[src/rtl/prio_res_pkg.sv]
// Package prio_res_pkg
// Shared defaults and the rank-compare helper for the rotating priority
// resolver. Assumes the line count is a power of two so that rotation is
// plain modular addition on the index width.
package prio_res_pkg;

    localparam int unsigned DEF_LINES    = 8;
    localparam int unsigned DEF_CASCADE  = 2;

    // Strictly-better test on ranks; the value LINES encodes "none".
    function automatic logic rank_beats(input int unsigned cand, input int unsigned held);
        return cand < held;
    endfunction

endpackage

[src/rtl/prio_rank_finder.sv]
// Module prio_rank_finder
// Finds the set bit of lowest rank in a vector, where line
// (k + offset) mod LINES has rank k. Purely combinational.
// Outputs rank LINES and any_o = 0 for an empty vector.
// Assumes LINES is a power of two.
module prio_rank_finder #(
    parameter int unsigned LINES = 8,
    localparam int unsigned IW   = $clog2(LINES),
    localparam int unsigned RW   = IW + 1
) (
    input  logic [LINES-1:0] vec_i,
    input  logic [IW-1:0]    offset_i,
    output logic             any_o,
    output logic [RW-1:0]    rank_o,
    output logic [IW-1:0]    line_o
);

    logic [LINES-1:0] rot;

    // Rotate so that bit k of rot holds the line of rank k.
    for (genvar k = 0; k < LINES; k++) begin : g_rot
        logic [IW-1:0] src;
        assign src    = IW'(k) + offset_i;
        assign rot[k] = vec_i[src];
    end

    // Lowest set bit of the rotated vector gives the best rank.
    always_comb begin
        rank_o = RW'(LINES);
        for (int k = LINES - 1; k >= 0; k--) begin
            if (rot[k]) rank_o = RW'(k);
        end
    end

    // Map rank back to a line number and flag a non-empty vector.
    assign line_o = rank_o[IW-1:0] + offset_i;
    assign any_o  = |vec_i;

endmodule

[src/rtl/prio_grant_reg.sv]
// Module prio_grant_reg
// One-cycle registered copy of the grant. Synchronous active-low reset
// clears both fields.
module prio_grant_reg #(
    parameter int unsigned IW = 3
) (
    input  logic          clk,
    input  logic          rst_n,
    input  logic          vld_d,
    input  logic [IW-1:0] line_d,
    output logic          vld_q,
    output logic [IW-1:0] line_q
);

    // Capture the combinational grant on each rising edge.
    always_ff @(posedge clk) begin
        if (!rst_n) begin
            vld_q  <= 1'b0;
            line_q <= '0;
        end else begin
            vld_q  <= vld_d;
            line_q <= line_d;
        end
    end

endmodule

[src/rtl/rot_prio_resolver.sv]
// Module rot_prio_resolver
// Picks the winning interrupt line out of LINES under a rotating priority
// base, granting only requests that strictly outrank the in-service set.
// With nesting enabled on the primary, the cascade line is dropped from
// the in-service comparison. Also reports the best in-service line for
// end-of-interrupt and the offset that would rotate it to last place.
// Assumes pend_i is already masked and LINES is a power of two.
module rot_prio_resolver #(
    parameter int unsigned LINES        = prio_res_pkg::DEF_LINES,
    parameter int unsigned CASCADE_LINE = prio_res_pkg::DEF_CASCADE,
    localparam int unsigned IW          = $clog2(LINES),
    localparam int unsigned RW          = IW + 1
) (
    input  logic             clk,
    input  logic             rst_n,
    input  logic [LINES-1:0] pend_i,
    input  logic [LINES-1:0] insvc_i,
    input  logic [IW-1:0]    offset_i,
    input  logic             nest_en_i,
    input  logic             primary_i,
    output logic             grant_vld_o,
    output logic [IW-1:0]    grant_line_o,
    output logic             grant_vld_q_o,
    output logic [IW-1:0]    grant_line_q_o,
    output logic             eoi_vld_o,
    output logic [IW-1:0]    eoi_line_o,
    output logic [IW-1:0]    eoi_rot_o
);

    localparam logic [LINES-1:0] CASC_BIT = LINES'(1) << CASCADE_LINE;

    logic [LINES-1:0] insvc_cmp;
    logic             pend_any, cmp_any;
    logic [RW-1:0]    pend_rank, cmp_rank;
    logic [IW-1:0]    pend_line, cmp_line;

    // Drop the cascade line from the comparison set when nesting on the primary.
    always_comb begin
        insvc_cmp = insvc_i;
        if (nest_en_i && primary_i) insvc_cmp = insvc_i & ~CASC_BIT;
    end

    prio_rank_finder #(.LINES(LINES)) u_pend_rank (
        .vec_i(pend_i), .offset_i(offset_i),
        .any_o(pend_any), .rank_o(pend_rank), .line_o(pend_line)
    );

    prio_rank_finder #(.LINES(LINES)) u_cmp_rank (
        .vec_i(insvc_cmp), .offset_i(offset_i),
        .any_o(cmp_any), .rank_o(cmp_rank), .line_o(cmp_line)
    );

    logic [RW-1:0] eoi_rank;

    prio_rank_finder #(.LINES(LINES)) u_eoi_rank (
        .vec_i(insvc_i), .offset_i(offset_i),
        .any_o(eoi_vld_o), .rank_o(eoi_rank), .line_o(eoi_line_o)
    );

    // Grant only a strictly better rank than the held service level.
    always_comb begin
        grant_vld_o  = pend_any &&
                       prio_res_pkg::rank_beats(int'(pend_rank), int'(cmp_rank));
        grant_line_o = pend_line;
    end

    // Offset that puts the serviced line last in the rotation.
    assign eoi_rot_o = eoi_line_o + IW'(1);

    prio_grant_reg #(.IW(IW)) u_grant_reg (
        .clk(clk), .rst_n(rst_n),
        .vld_d(grant_vld_o), .line_d(grant_line_o),
        .vld_q(grant_vld_q_o), .line_q(grant_line_q_o)
    );

    // ---------------- assertions ----------------

    grant_is_pending_chk: assert property (@(posedge clk) disable iff (!rst_n)
        grant_vld_o |-> pend_i[grant_line_o]);


    no_pend_no_grant_chk: assert property (@(posedge clk) disable iff (!rst_n)
        (pend_i == '0) |-> !grant_vld_o);


    grant_not_in_svc_chk: assert property (@(posedge clk) disable iff (!rst_n)
        grant_vld_o |-> !insvc_cmp[grant_line_o]);


    eoi_vld_match_chk: assert property (@(posedge clk) disable iff (!rst_n)
        eoi_vld_o == (insvc_i != '0));


    eoi_line_set_chk: assert property (@(posedge clk) disable iff (!rst_n)
        eoi_vld_o |-> insvc_i[eoi_line_o]);


    nest_drops_casc_chk: assert property (@(posedge clk) disable iff (!rst_n)
        (nest_en_i && primary_i && insvc_i == CASC_BIT && pend_i != '0) |-> grant_vld_o);


    grant_q_set_chk: assert property (@(posedge clk) disable iff (!rst_n)
        grant_vld_o |=> grant_vld_q_o);


    grant_q_clr_chk: assert property (@(posedge clk) disable iff (!rst_n)
        !grant_vld_o |=> !grant_vld_q_o);

    // unused rank outputs of the helper instances
    logic unused_ok;
    assign unused_ok = cmp_any ^ (|cmp_line) ^ (|eoi_rank);

endmodule

[config.mk]
export PLATFORM = sky130hd
export DESIGN_NAME = rot_prio_resolver
export DESIGN_NICKNAME = d
export VERILOG_FILES = /design/src/rtl/prio_res_pkg.sv /design/src/rtl/prio_rank_finder.sv /design/src/rtl/prio_grant_reg.sv /design/src/rtl/rot_prio_resolver.sv
export SDC_FILE = /design/constraint.sdc
export NUM_CORES = 1
export LEC_CHECK = 0
export ABC_AREA = 1
export BUFFER_PORTS_ARGS = -buffer_cell sky130_fd_sc_hd__buf_2
export CORE_UTILIZATION = 42
export CTS_BUF_LIST = sky130_fd_sc_hd__clkbuf_16
export DETAILED_ROUTE_END_ITERATION = 10
export GPL_TIMING_DRIVEN = 0
export PLACE_DENSITY = 0.66
export SYNTH_ARGS = -nofsm -noshare
export SYNTH_HDL_FRONTEND = slang
export SYNTH_SLANG_ARGS = --single-unit
[constraint.sdc]
create_clock -name clk -period 5.69 [get_ports clk]
set_input_delay 0.569 -clock clk [delete_from_list [all_inputs] [get_ports clk]]
set_output_delay 0.569 -clock clk [all_outputs]
set_load 0.01 [all_outputs]
==> out/qor.yml <==
setup_path:
  setup.worst_path.start_class: "input port"
  path_class: "in2out"
  critPathMaxStageDelay_ns: 0.38
  cp.arrival_ns: 3.77
  required_ns: 5.12
  cpMaxStageDelayCell: "fa_1"
  path_max_fanout: 11
  crit_chain: "buf_2 -> buf_4 -> inv_2 -> ha_1 -> buf_2 -> inv_2 -> nand2_1 -> o21ai_1 -> o21ai_0 -> a31oi_1 -> o21ai_1 -> nand2_1 -> a21boi_1 -> ha_1 -> fa_1 -> xnor2_1 -> xor2_2 -> xor2_1 -> buf_2"
  crit_family: "buffers and inverters"
  cp_common_cell: "buf_2"
  crit_path_end_kind: "output port"
  crit_buf_inv: 6
clocking:
  root_buffer: "clkbuf_16"
  cts_tree: "done"
  cts.sinks: 4
  cts_buffer_depth: 2
  cts_setup_buffers: 0
  cts_buffers: 3
  path_clk_slew_ns: 0.03
  post_cts_resize_count: 0
  cts_hold_buf: 0
  htreeDepth: 1
logic_synthesis:
  ys_types: 39
  yosys.area_share.simple: 0.508
  synth_ff_type: "dfxtp_1"
  synth_enable_flop_cells: 0
  netlist_top_cells_count: "nand2_1 (110), nand3_1 (32), inv_1 (24)"
  synth_compound_area_frac: 0.137
  ys_seq_area_frac: 0.0550
  ys_top_cells_by_area: "nand2_1 (28%), nand3_1 (11%), ha_1 (6.9%)"
  synth.cell_area_um2: 1460
  syn_nets: 293
  yosysWarningCount: 0
  synth_top_cell_by_area: "nand2_1"
  synth_cells: 260
  synthAdderAreaFrac: 0.0962
  yosysMostFrequentCell: "nand2_1"
  async_reset_ff_frac: 0
  synth_area_per_cell_um2: 5.60
  synth_top_family_by_area: "simple AND/OR/NAND/NOR gates"
  ys_ff_latch: 4
  synth_top_cell_area_share: 0.284
  synth_mux_area_frac: 0
  synth_xor_area_frac: 0.0730
place:
  place_ws_ns: 1.33
  routabilityCongestion: 0.882
  io_buffers: 37
  post-dp-hpwl_um: 2970
  dp.cells: 343
power_and_ir_drop:
  powerDensity_nw_per_um2: 206
  p_leak_nw: 1.03
  vdd_drop_max_mv: 0.0968
layout:
  final_cells: 346
  num_antenna_cells: 0
  syn_to_final_growth_pct: 21.8
  nNetsFinal: 335
  finalCoreUtilization: 0.532
  drive_above_1_share: 0.250
  fill_cells: 377
hold_path:
  hp-start: "rst_n"
  min_path_type: "in2reg"
  whs_endpoint: "u_grant_reg.line_q[0]"
  holdPathStages: 3
route:
  drt_iter0_drc: 57
  routedWlPerCell_um: 10.1
  vias_per_cell: 4.90
  drc: 0
  first_pass_iters: 4
  finalWirelength_um: 3490
  ant_nets: 0
  num_vias: 1694
timing:
  worst_slack_ns: 1.35
  setup_tns_ns: 0
  fin_crit_ns: 4.34
  fin_crit_sh: 0.763
  setup_violations: 0
  final_max_slew_viol_count: 0
  grt_setup_unrepaired: "no"
  worst_hold_slack_ns: 0.545
  slew_headroom: 0.726
  clock.fmax_mhz: 230
  worst_pin_slew_ns: 0.408
  hold_viol: 0
die:
  chipWidth_um: 60.9
  start_util: 0.436
  die_y_um: 60.9
  ios: 38
  core-area_um2: 3340
  floorplan.die_area_um2: 3710
  row_count: 21
outcome:
  status: "completed"
grt:
  grt_pass1_wl_um: 5930
  grt_pass1_vias: 1410
  antenna_found_initial: 0
  gr-total-overflow: 0
  grt_start_max_net_pins: 12
  track_usage: 0.209
job:
  cap_violations: 0
==> kinds of logic (layout without fill, tap and decap cells) <==
| group | count (synthesis) | after routing |
|---|---|---|
| adders and majority gates | 10 | 10 |
| AOI/OAI and AO/OA | 31 | 31 |
| and+or+nand+nor | 170 | 170 |
| DFF | 4 | 4 |
| xor gates and xnor gates | 7 | 7 |
| buffers and inverters | 38 | 78 |
==> metrics by stage <==
step	cell area (µm²)	power (W)
2_1_floorplan	1460	0.000198
3_3_place_gp	1700	0.000256
3_5_place_dp	1700	0.000258
4_1_cts	1770	0.000369
5_1_grt	1770	0.000406
6_report	1770	0.000365
==> cell type report <==
cell class	instances	area [µm²]	share of cell area
well taps	46	57.6	0.0324
inverters	32	128	0.0719
clock buffers	3	75.1	0.0423
repair buffers	37	185	0.104
plain buffers	6	62.6	0.0353
flip-flops and latches	4	80.1	0.0451
multi-input cells	218	1190	0.669
==> routing by layer <==
metal / share of wire / GRT usage / wire [µm] / vias to the layer above
li1: - / - / - / 915
met1: 0.46 / 0.283 / 1600 / 729
met2: 0.48 / 0.366 / 1690 / 46
met3: 0.050 / 0.0192 / 174 / 4
met4: 0.0066 / 0.0325 / 23 / 0
met5: 0 / 0 / 0 / -
==> flip-flops by register name, summed over array words and instances (netlist names) <==
signal / cells
u_grant_reg.line_q: 3
u_grant_reg.vld_q: 1
==> where the power goes <==
group / total, W / internal [W] / switching [W]
clock: 0.000108 / 0.0000896 / 0.0000183
sequential: 0.0000344 / 0.0000333 / 0.00000106
combinational: 0.000223 / 0.0000868 / 0.000136
total: 0.000365 / 0.000210 / 0.000155
==> how the worst max path moves through the flow <==
stage           startpoint  depth (start not counted)  slack, ns            to
2_1_floorplan  offset_i[0]                         18       1.81  eoi_rot_o[2]
3_3_place_gp   offset_i[1]                         19       1.37  eoi_rot_o[2]
3_5_place_dp   offset_i[1]                         19       1.33  eoi_rot_o[2]
4_1_cts        offset_i[1]                         19       1.33  eoi_rot_o[2]
5_1_grt        offset_i[1]                         18       0.97  eoi_rot_o[2]
6_report       offset_i[1]                         19       1.35  eoi_rot_o[2]
==> cell usage in the layout, fill, tap and decap left out, drive strengths merged, types with 2 or more instances in the layout <==
cell    Yosys  final
ha          8      8
fa          2      2
nor4        2      2
a21oi       4      4
xor2        4      4
o21ai      15     15
nand2     120    120
o21bai      4      4
a31oi       3      3
dfxtp       4      4
xnor2       3      3
clkbuf      0      3
nand3      34     34
buf         6     43
nor2       11     11
inv        32     32
Power figures use the tool's default switching activity.
